## config.mk

```make
export PLATFORM = sky130hd
export DESIGN_NAME = wpg_top
export DESIGN_NICKNAME = d
export VERILOG_FILES = /design/src/rtl/wpg_pkg.sv /design/src/rtl/wpg_session_seq.sv /design/src/rtl/wpg_weight_table.sv /design/src/rtl/wpg_acc_cell.sv /design/src/rtl/wpg_top.sv
export SDC_FILE = /design/constraint.sdc
export NUM_CORES = 1
export LEC_CHECK = 0
export ABC_AREA = 1
export BUFFER_PORTS_ARGS = -buffer_cell sky130_fd_sc_hd__clkbuf_2
export CAP_MARGIN = 20
export CORE_MARGIN = 5
export CORE_UTILIZATION = 36
export DETAILED_ROUTE_END_ITERATION = 16
export SLEW_MARGIN = 30
export SYNTH_ARGS = -nofsm -noshare
export SYNTH_HDL_FRONTEND = slang
export SYNTH_SLANG_ARGS = --single-unit
```

## constraint.sdc

```tcl
create_clock -name clk -period 1.89 [get_ports clk]
set_clock_uncertainty 0.05 [all_clocks]
set_input_delay 0.378 -clock clk [delete_from_list [all_inputs] [get_ports clk]]
set_output_delay 0.378 -clock clk [all_outputs]
set_load 0.05 [all_outputs]
```

## src/rtl/wpg_pkg.sv

```systemverilog
// Shared types and helpers for the three-weight pattern generator.
// Assumes nothing beyond IEEE 1800-2017 elaboration-time functions.
package wpg_pkg;

    // Run state of the session sequencer.
    typedef enum logic [1:0] {
        SEQ_IDLE = 2'd0,
        SEQ_RUN  = 2'd1,
        SEQ_DONE = 2'd2
    } seq_state_e;

    // Width of a counter or index covering n values, never below one bit.
    function automatic int unsigned idx_width(input int unsigned n);
        return (n > 1) ? $clog2(n) : 1;
    endfunction

endpackage

```

## src/rtl/wpg_session_seq.sv

```systemverilog
// Session sequencer: steps through NUM_SESSIONS sessions of SESSION_LEN
// cycles, honouring an early advance request, and tells the accumulator
// which configuration to apply on the current edge (cfg_sel_o).
// Assumes start_i and adv_i are synchronous to clk.
module wpg_session_seq
    import wpg_pkg::*;
#(
    parameter int unsigned NUM_SESSIONS = 2,
    parameter int unsigned SESSION_LEN  = 16,
    localparam int unsigned SES_W = idx_width(NUM_SESSIONS),
    localparam int unsigned CYC_W = idx_width(SESSION_LEN)
) (
    input  logic             clk,
    input  logic             rst_n,
    input  logic             start_i,
    input  logic             adv_i,
    output logic             load_o,
    output logic             step_o,
    output logic             busy_o,
    output logic             done_o,
    output logic [SES_W-1:0] sess_o,
    output logic [SES_W-1:0] cfg_sel_o
);

    seq_state_e       state_q;
    logic [SES_W-1:0] sess_q;
    logic [CYC_W-1:0] cyc_q;
    logic             running;
    logic             last_ses;
    logic             sess_end;

    // Decode session end, start acceptance and the configuration for this edge.
    always_comb begin
        running  = (state_q == SEQ_RUN);
        last_ses = (sess_q == SES_W'(NUM_SESSIONS - 1));
        sess_end = running && (adv_i || (cyc_q == CYC_W'(SESSION_LEN - 1)));
        load_o   = start_i && !running;
        step_o   = running && !(sess_end && last_ses);
        if (load_o) begin
            cfg_sel_o = '0;
        end else if (sess_end && !last_ses) begin
            cfg_sel_o = sess_q + 1'b1;
        end else begin
            cfg_sel_o = sess_q;
        end
        busy_o = running;
        done_o = (state_q == SEQ_DONE);
        sess_o = sess_q;
    end

    // Advance the run state, session index and in-session cycle count.
    always_ff @(posedge clk) begin
        if (!rst_n) begin
            state_q <= SEQ_IDLE;
            sess_q  <= '0;
            cyc_q   <= '0;
        end else if (load_o) begin
            state_q <= SEQ_RUN;
            sess_q  <= '0;
            cyc_q   <= '0;
        end else if (running) begin
            if (sess_end) begin
                cyc_q <= '0;
                if (last_ses) begin
                    state_q <= SEQ_DONE;
                end else begin
                    sess_q <= cfg_sel_o;
                end
            end else begin
                cyc_q <= cyc_q + 1'b1;
            end
        end
    end

endmodule

```

## src/rtl/wpg_weight_table.sv

```systemverilog
// Weight table: returns the weight-1 and weight-0 masks of one session.
// Assumes the maps are packed session by session, session 0 in the low bits.
// A position marked in both maps is treated as weight 1; an out-of-range
// index yields an all-free assignment.
module wpg_weight_table
    import wpg_pkg::*;
#(
    parameter int unsigned WIDTH        = 5,
    parameter int unsigned NUM_SESSIONS = 2,
    parameter logic [WIDTH*NUM_SESSIONS-1:0] ONE_MAP  = '0,
    parameter logic [WIDTH*NUM_SESSIONS-1:0] ZERO_MAP = '0,
    localparam int unsigned SES_W = idx_width(NUM_SESSIONS)
) (
    input  logic [SES_W-1:0] sel_i,
    output logic [WIDTH-1:0] one_o,
    output logic [WIDTH-1:0] zero_o
);

    logic [WIDTH-1:0] one_tab  [NUM_SESSIONS];
    logic [WIDTH-1:0] zero_tab [NUM_SESSIONS];

    for (genvar g = 0; g < NUM_SESSIONS; g++) begin : g_entry
        assign one_tab[g]  = ONE_MAP[g*WIDTH +: WIDTH];
        assign zero_tab[g] = ZERO_MAP[g*WIDTH +: WIDTH] & ~ONE_MAP[g*WIDTH +: WIDTH];
    end

    // Select the masks of the requested session.
    always_comb begin
        one_o  = '0;
        zero_o = '0;
        for (int s = 0; s < NUM_SESSIONS; s++) begin
            if (sel_i == SES_W'(s)) begin
                one_o  = one_tab[s];
                zero_o = zero_tab[s];
            end
        end
    end

endmodule

```

## src/rtl/wpg_acc_cell.sv

```systemverilog
// One bit of the pattern register and of the addend register.
// Forcing presets the two bits to opposite values; a free bit takes the
// adder's sum bit and a fixed addend bit. On a load the free pattern bit
// starts at 0. Assumes one_i and zero_i are never both high.
module wpg_acc_cell (
    input  logic clk,
    input  logic rst_n,
    input  logic load_i,
    input  logic step_i,
    input  logic one_i,
    input  logic zero_i,
    input  logic sum_i,
    input  logic seed_i,
    output logic a_o,
    output logic b_o
);

    // Update both operand bits with the override applied after the sum.
    always_ff @(posedge clk) begin
        if (!rst_n) begin
            a_o <= 1'b0;
            b_o <= 1'b0;
        end else if (load_i || step_i) begin
            if (one_i) begin
                a_o <= 1'b1;
                b_o <= 1'b0;
            end else if (zero_i) begin
                a_o <= 1'b0;
                b_o <= 1'b1;
            end else begin
                a_o <= sum_i & ~load_i;
                b_o <= seed_i;
            end
        end
    end

endmodule

```

## src/rtl/wpg_top.sv

```systemverilog
// Three-weight accumulator pattern generator.
// The pattern register and the addend register feed a plain adder. Per
// session, each bit is forced to 1, forced to 0 or left free. Forcing
// uses complementary operands, so the carry crosses forced bits
// unchanged and the adder needs no change.
// Assumes the weight maps are parameters fixed at build time.
module wpg_top
    import wpg_pkg::*;
#(
    parameter int unsigned WIDTH        = 5,
    parameter int unsigned NUM_SESSIONS = 2,
    parameter int unsigned SESSION_LEN  = 16,
    parameter logic [WIDTH*NUM_SESSIONS-1:0] ONE_MAP  = 10'b00010_00101,
    parameter logic [WIDTH*NUM_SESSIONS-1:0] ZERO_MAP = 10'b00101_00000,
    parameter logic [WIDTH-1:0]              FREE_ADDEND = 5'b11011,
    localparam int unsigned SES_W = idx_width(NUM_SESSIONS)
) (
    input  logic             clk,
    input  logic             rst_n,
    input  logic             start_i,
    input  logic             adv_i,
    output logic [WIDTH-1:0] pattern_o,
    output logic [SES_W-1:0] session_o,
    output logic             done_o
);

    logic             load;
    logic             step;
    logic             busy;
    logic             done;
    logic [SES_W-1:0] sess_cur;
    logic [SES_W-1:0] cfg_sel;
    logic [WIDTH-1:0] one_nxt;
    logic [WIDTH-1:0] zero_nxt;
    logic [WIDTH-1:0] one_cur;
    logic [WIDTH-1:0] zero_cur;
    logic [WIDTH-1:0] reg_a;
    logic [WIDTH-1:0] reg_b;
    logic [WIDTH-1:0] sum;

    wpg_session_seq #(
        .NUM_SESSIONS (NUM_SESSIONS),
        .SESSION_LEN  (SESSION_LEN)
    ) i_seq (
        .clk       (clk),
        .rst_n     (rst_n),
        .start_i   (start_i),
        .adv_i     (adv_i),
        .load_o    (load),
        .step_o    (step),
        .busy_o    (busy),
        .done_o    (done),
        .sess_o    (sess_cur),
        .cfg_sel_o (cfg_sel)
    );

    // Masks applied on this edge (for the session that follows it).
    wpg_weight_table #(
        .WIDTH        (WIDTH),
        .NUM_SESSIONS (NUM_SESSIONS),
        .ONE_MAP      (ONE_MAP),
        .ZERO_MAP     (ZERO_MAP)
    ) i_tab_next (
        .sel_i  (cfg_sel),
        .one_o  (one_nxt),
        .zero_o (zero_nxt)
    );

    // Masks of the session now shown at the outputs.
    wpg_weight_table #(
        .WIDTH        (WIDTH),
        .NUM_SESSIONS (NUM_SESSIONS),
        .ONE_MAP      (ONE_MAP),
        .ZERO_MAP     (ZERO_MAP)
    ) i_tab_cur (
        .sel_i  (sess_cur),
        .one_o  (one_cur),
        .zero_o (zero_cur)
    );

    // Unmodified adder; the carry out of the top bit is dropped.
    always_comb begin
        sum = reg_a + reg_b;
    end

    for (genvar i = 0; i < WIDTH; i++) begin : g_bit
        wpg_acc_cell i_cell (
            .clk    (clk),
            .rst_n  (rst_n),
            .load_i (load),
            .step_i (step),
            .one_i  (one_nxt[i]),
            .zero_i (zero_nxt[i]),
            .sum_i  (sum[i]),
            .seed_i (FREE_ADDEND[i]),
            .a_o    (reg_a[i]),
            .b_o    (reg_b[i])
        );
    end

    // Drive the block outputs.
    always_comb begin
        pattern_o = reg_a;
        session_o = sess_cur;
        done_o    = done;
    end

endmodule

```

## Yosys cells after proc, flatten, opt, wreduce, memory -nomap -nowiden

Cells that the tools add are included.

| word-level totals | value |
|---|---|
| flip-flop bits (word level) | 17 |
| output and inout port bits | 7 |

| cells by class | value |
|---|---|
| equal/unequal tests | 3 |
| reductions and logical operators | 17 |
| bitwise logic cells | 7 |
| mux-type cells | 26 |
| add/sub/neg operators | 3 |

Operators with widths:

| operator | number |
|---|---|
| two-way mux 1 bit | 23 |
| two-way mux 3 bit | 2 |
| AND reduction 3 bit | 2 |
| nonzero test 2 bit | 3 |
| adder 5 bit | 1 |
| bitwise AND 1 bit | 5 |
| logical AND 1 bit | 5 |
| adder 4 x 1 -> 4 bit (second input constant) | 1 |
| == test 4 bit (second input constant) | 1 |
| two-way mux 4 bit | 1 |
| logical NOT 1 bit | 3 |
| == test 2 x 1 -> 1 bit (second input constant) | 1 |
| == test 2 bit (second input constant) | 1 |
| logical OR 1 bit | 2 |
| inverter 1 bit | 2 |
| AND reduction 2 bit | 1 |
| OR reduction 2 bit | 1 |
| adder 1 bit (second input constant) | 1 |

## Logic depth before layout (Yosys ltp)

Gate-level depths: netlist (run 1).

| depth | value |
|---|---|
| word-level depth | 9 |
| gate-level depth with buffers | 9 |
| mapped depth without buffers | 9 |

## Modules after synthesis

Synthesis (run 1) repeated with hierarchy kept, for this count alone.

| unflattened totals | value |
|---|---|
| cells, all modules | 182 |
| area, all modules | 1232.4 um^2 |

By module, submodules not included:

| module | cells each | times used | area an instance (um^2) | seq. area each (um^2) |
|---|---|---|---|---|
| wpg_acc_cell | 19 | 5 | 120.1 | 40.0 |
| wpg_session_seq | 41 | 1 | 359.1 | 140.1 |
| wpg_top | 35 | 1 | 197.7 | 0.0 |
| wpg_weight_table | 11 | 1 | 75.1 | 0.0 |

## Least setup slack after synthesis (run 1)

No wires, ideal clock.

| path | value |
|---|---|
| path type | register to register |
| start point | register g_bit[0].i_cell.a_o |
| end point | register g_bit[4].i_cell.a_o |
| slack | 367 ps |
| required time | 1731 ps |
| stages on the path, launching flop included | 9 |
| setup time | 109 ps |
| arrival time | 1365 ps |
| path buffers | 0 |
| period minus slack after synthesis | 1523 ps |
| cell sequence | dfxtp_1 -> ha_1 -> fa_1 -> nand3_1 -> nand3_1 -> nand3_1 -> nand2_1 -> nand2_1 -> inv_1 |

| between the ends | value |
|---|---|
| longest elaborated chain between the ends | 4 |

RTL lines:

| element | line | source |
|---|---|---|
| start, declared | wpg_acc_cell.sv:14 | `output logic a_o,` |
| start signal, assigned | wpg_acc_cell.sv:31 | `a_o <= sum_i & ~load_i;` |
| adder 5 bit | wpg_top.sv:83 | `sum = reg_a + reg_b;` |
| bitwise AND 1 bit | wpg_acc_cell.sv:31 |  |
| two-way mux 1 bit | wpg_acc_cell.sv:27 | `end else if (zero_i) begin` |
| two-way mux 1 bit | wpg_acc_cell.sv:24 | `if (one_i) begin` |
| end signal, assigned | wpg_acc_cell.sv:31 |  |
| end, declared | wpg_acc_cell.sv:14 |  |

No other way between the ends.
A chain may end at the register's enable or synchronous reset.

## Worst setup path in the final report (run 1)

Same ends and word-level chain as after synthesis.

==> results of run 1 <==
==> logic make-up after synthesis <==
| group | after synthesis | share of synthesized area [%] |
|---|---|---|
| AOI/OAI and AO/OA | 6 | 4.11 |
| xor gates and xnor gates | 3 | 3.32 |
| adders and majority gates | 6 | 10.4 |
| buffers and inverters | 20 | 12.2 |
| DFF | 13 | 32.9 |
| and+or+nand+nor | 60 | 37.0 |
==> metrics by stage <==
stage | util (%) | instances
after floorplan | - | 108
after global placement | 39.0 | 141
after detailed placement | 39.0 | 141
after CTS | 40.2 | 145
after global routing | 40.2 | 145
final | 40.2 | 145
==> layer usage <==
layer | up-vias | global-route usage, % | wire length [µm]
met5 | - | 0 | 0
met4 | 0 | 5.96 | 32
met3 | 5 | 2.99 | 86
met2 | 22 | 18.2 | 669
met1 | 290 | 11.7 | 691
li1 | 349 | - | -
==> final cells by class <==
class / count / area [µm²] / area share, %
clock buffers: 4 / 26.3 / 3.04
inverters: 15 / 58.8 / 6.80
multi-input cells: 75 / 434 / 50.2
flip-flops and latches: 13 / 260 / 30.1
well taps: 28 / 35.0 / 4.05
repair buffers: 10 / 50.0 / 5.79
==> tightest hold or removal path, stage by stage <==
cell and delay (ns):
clkbuf_2 0.14, nand2_1 0.06, inv_1 0.04
==> flip-flops by register name (all words and copies together) (netlist names) <==
name              cells
i_seq.state_q         2
g_bit.i_cell.b_o      2
i_seq.sess_o          1
i_seq.cyc_q           4
g_bit.i_cell.a_o      4
==> final timing paths <==
| check | to | slack [ns] | cells after the start |
|---|---|---|---|
| max | g_bit[4].i_cell.a_o | 0.25 | 8 |
| min | g_bit[3].i_cell.b_o | 0.31 | 3 |
| max reg2reg | g_bit[4].i_cell.a_o | 0.25 | 8 |
| min reg2reg | i_seq.cyc_q[1] | 0.44 | 2 |
==> report_power, final <==
part	total (µW)	internal (µW)	switching, µW
sequential	320	296	24.0
clock	180	82.0	98.0
combinational	227	69.2	158
total	727	448	280
==> Yosys cell counts <==
library cell,instances
nor2_8,1
xor2_1,2
inv_2,3
a21oi_1,5
inv_4,1
buf_4,5
xnor2_1,1
nand2_4,1
fa_1,1
nand3_1,11
nand2_2,2
nor2_1,10
nand3_2,1
nand2_1,31
nand3b_1,1
dfxtp_1,13
a21boi_0,1
ha_1,5
inv_1,11
nor2_4,2
==> impl_results.md, run 1 <==
* Placed cell area at 838 µm²
* Overall routing resource usage at 10.6%
* TritonCTS clock tree: yes
* Avg Inst Size Synth at 7.32 µm²
* Drt wl/cell at 10.2 µm
* Final hold slack at 0.311 ns
* Fin. max-slew vios at 0
* DRT iter0 DRCs at 16
* Clock transition at path regs at about 0.090 ns
* Sequential area share after synthesis at 32.9%
* Crit path max-delay family: adder cells
* Peak per-stage delay on the critical path at roughly 0.42 ns
* Reg-to-reg startpoint: g_bit[0].i_cell.a_o
* First-pass GRT wire length at 2650 µm
* Synth area leader: dfxtp_1
* Pwr/cell area at about 840 nW/µm²
* Largest net degree at the start of global routing at 8
* RSZ-0062 raised after global routing: no
* Slew margin rel. at 81.5%
* CP arrival at 1.77 ns
* CTS Buffer Depth at 2
* Commonest non-fill, non-tap cell in the layout: nand2_1
* Share of the synthesized area in the top cell type at 32.9%
* Final instance area at 865 µm²
* Total Power at between 700 and 800 µW
* Synthesized Nets at about 120
* Maximum clock frequency at between 600 and 700 MHz
* Most frequent cells in the layout: 31 x nand2_1, 13 x dfxtp_1, 11 x nand3_1, 11 x inv_1
* Status: completed
* CP bufs+invs at 1
* Worst Tran Pin Value at 0.278 ns
* Vias in the first global route at 674
* Std-Cell Rows at 17
* Most used cell, CP: nand3_1
* Final period util at 86.7%
* VDD IR max at around 0.35 mV
* Hold Crit Class: in -> reg
* Root Driver: clkbuf_4
* # port buffers at 10
* Area growth from synthesis to layout at 9.34%
* WP data required at 2.03 ns
* Yosys reg bits at 13
* Initial Util at 36.8%
* Htree depth at 1
* Final worst setup slack at 0.251 ns
* Setup CP Type: reg -> reg
* Netlist Area Pre-Place at about 790 µm²
* Largest cells by area after synthesis: dfxtp_1 33%, nand2_1 15%, ha_1 7.9%
* Residual DRC at 0
* Die H at between 50 and 60 µm
* Max Cap Violations at 0
* FILL cells at 232
* Total Nets Final at 128
* Final Hold Fails at 0
* Pleak at ~0.00046 µW
* Yosys warns at 0
* Cell Chain, Critical Path: ha_1, fa_1, nand3_1, nand3_1, nand3_1, nand2_1, nand2_1, inv_1
* Chip Width at ~57 µm
* Via-to-Cell Ratio at 4.59
* # setup viols final at 0
* TritonRoute pass-1 iters at 4
* Clock tree sinks at 13
* Hold_sp: rst_n
* Period minus WS final at 1.64 ns
* Routability cong. at 0.795
* Routed WL at approximately 1500 µm
* Die Area at between 3000 and 4000 µm²
* Worst path slowest cell: fa_1
* Post_cts resized at 0
* Crit path launch type: flop
* Number of inserted diodes at 0
* Mapped Cells at 108
* Share of layout cells above drive strength 1 at 20.5%
* Core ar. at roughly 2100 µm²
* Via total after detailed routing at 666
* Setup crit start: g_bit[0].i_cell.a_o
* Grt ovf at 0
* Crit path max fanout at 7
* Crit path capture type: flop
* Post-CTS Setup Inserts at 0
* IO Pins at 11
* Worst slack, placed at 0.294 ns
* Post-DRT Antenna Nets at 0
* Inserted Clock Buffers at 3
* # hold bufs at CTS at 0
* Initial antenna violation count at 0
* Hpwl dp at ~1200 µm
* Distinct cells, synth at 20
* Post-Route Setup TNS at 0 ns
* Worst-Skew Late Latency at 0.28 ns
Note: power is estimated with default switching activity, not from simulation.
==> run 2, diff against run 1 <==
--- a/config.mk
+++ b/config.mk
@@ -8,9 +8,10 @@
 export ABC_AREA = 1
 export BUFFER_PORTS_ARGS = -buffer_cell sky130_fd_sc_hd__clkbuf_2
 export CAP_MARGIN = 20
-export CORE_MARGIN = 5
+export CORE_MARGIN = 2
 export CORE_UTILIZATION = 36
 export DETAILED_ROUTE_END_ITERATION = 16
+export SETUP_SLACK_MARGIN = 0.4
 export SLEW_MARGIN = 30
 export SYNTH_ARGS = -nofsm -noshare
 export SYNTH_HDL_FRONTEND = slang
==> impl_results.md, run 2 (synthesis gave the netlist of run 1 again) <==
* Status: completed
* Residual DRC at 0 (unchanged)
* Clock transition at path regs at 0.08 ns (about the same)
* Die Area at 2590 µm² (-20%)
* Die H at 50.9 µm (-11%)
* Maximum clock frequency at 692 MHz (+13%)
* Area growth from synthesis to layout at 20.1%
* Post-Route Setup TNS at 0 ns (unchanged)
* WL met1 at 730 µm (+5.6%)
* DP Cell Count at 140 (-0.71%)
* Inserted Clock Buffers at 3 (unchanged)
* Root Driver: clkbuf_4
* Initial antenna violation count at 0 (unchanged)
* # setup viols final at 0 (unchanged)
* Final cell count without fillers at 148 (+2.1%)
* Final Hold Fails at 0 (unchanged)
* Core ar. at 2020 µm² (-5.9%)
* DRT iter0 DRCs at 6 (-10)
* Total Nets Final at 132 (+3.1%)
* Placed cell area at 842 µm² (+0.45%)
* Chip Width at 50.9 µm (-11%)
* Regs by FF count: g_bit.i_cell.a_o (4), i_seq.cyc_q (4)
* Routed WL at 1430 µm (-3.1%)
* # port buffers at 10 (unchanged)
* Via-to-Cell Ratio at 4.36 (-5.0%)
* CP arrival at 1.02 ns (-0.75 ns)
* Pleak at 0.000481 µW (+4.1%)
* Commonest non-fill, non-tap cell in the layout: nand2_1
* Overall routing resource usage at 13.5% (+2.8 points)
* Htree depth at 1 (unchanged)
* WP data required at 1.46 ns (-0.57 ns)
* Final period util at 76.4% (-10 points)
* Final hold slack at 0.315 ns (+0.00395 ns)
* Std-Cell Rows at 16 (-1)
* Final Util at 47.0% (+6.7 points)
* Number of inserted diodes at 0 (unchanged)
* Share of layout cells above drive strength 1 at 33.1% (+13 points)
* IO Pins at 11 (unchanged)
* Worst-Skew Late Latency at 0.27 ns (about the same)
* Worst Tran Pin Value at 0.281 ns (+0.00280 ns)
* Period minus WS final at 1.44 ns (-0.195 ns)
* First-pass GRT wire length at 2660 µm (+0.26%)
* Setup CP Type: reg -> out
* RSZ-0062 raised after global routing: yes
* Most frequent cells in the layout: 29 x nand2_1, 11 x inv_1, 10 x nand3_1
* Routability cong. at 0.777 (-2.2%)
* Largest net degree at the start of global routing at 8 (unchanged)
* Pwr/cell area at 794 nW/µm² (-5.6%)
* # hold bufs at CTS at 0 (unchanged)
* Max Cap Violations at 0 (unchanged)
* TritonRoute pass-1 iters at 4 (unchanged)
* Crit path max fanout at 4 (-3)
* Routed wl met3 at 40 µm (-53%)
* Vias in the first global route at 656 (-2.7%)
* Hpwl dp at 1080 µm (-7.8%)
* Crit path capture type: output pin
* Met2 routed wirelength at 642 µm (-4.0%)
* Clock tree sinks at 13 (unchanged)
* TritonCTS clock tree: yes
* Hold Crit Class: in -> reg
* Top Layer Used: met4
* Slew margin rel. at 81.3% (-0.19 points)
* Worst r2r path cells at 8 (unchanged)
* Initial Util at 39.1% (+2.3 points)
* Crit path launch type: flop
* Drt wl/cell at 9.69 µm (-5.1%)
* Final instance area at 950 µm² (+9.8%)
* Grt ovf at 0 (unchanged)
* Via total after detailed routing at 646 (-3.0%)
* Worst Hold Depth at 3 (unchanged)
* VDD IR max at 0.281 mV (-20%)
* Fin. max-slew vios at 0 (unchanged)
* CTS Buffer Depth at 2 (unchanged)
* Post-DRT Antenna Nets at 0 (unchanged)
## run 2: changes by cell type in the layout (fill, tap and decap cells not counted), sizes merged
| cell | before | now |
|---|---|---|
| buf | 0 | 4 |
## run 2: worst paths after layout
path	to	startpoint	slack [ns]
hold / removal	g_bit[0].i_cell.b_o	rst_n	0.31
setup reg to reg	g_bit[4].i_cell.a_o	g_bit[0].i_cell.a_o	0.46
hold reg to reg	i_seq.cyc_q[1]	i_seq.cyc_q[1]	0.45
setup / recovery	pattern_o[2]	g_bit[0].i_cell.a_o	0.45
## run 2: final cells by class
type	instances	area (µm²)
fillers	212	1070
multi-input cells	75	478
flip-flops and latches	13	270
repair buffers	14	82.6
inverters	15	58.8
well taps	27	33.8
clock buffers	4	26.3
## run 2: where the power goes
part           total (µW)  switching (µW)  internal, µW  leakage, µW
Sequential            322            24.0           298     0.000109
Clock                 171            89.8          81.7    0.0000150
Combinational         261             170          91.4     0.000357
Total                 754             284           471     0.000481
## run 2: worst max-delay path, stage by stage (launching register included)
cell      delay (ns)
dfxtp_4         0.37
buf_4           0.11
clkbuf_2        0.26
## run 2: timing repair
action / in CTS / in global routing
pin swaps: 0 / 3
setup endpoints to repair: 5 / 7
resized for setup: 3 / 11
setup buffers: 3 / 1
## run 2: routing by layer
layer | vias to the layer above | global-route usage [%]
met1 | 279 | 16.4
met2 | 8 | 22.4
met4 | 0 | 8.11
met3 | 2 | 2.05
met5 | - | 0
li1 | 357 | -
## run 2: per-stage QoR
step | power (µW) | setup slack [ns]
floorplan | 528 | 0.396
global placement | 553 | 0.340
detailed placement | 556 | 0.313
CTS | 750 | 0.369
global route | 807 | 0.387
finish | 754 | 0.445
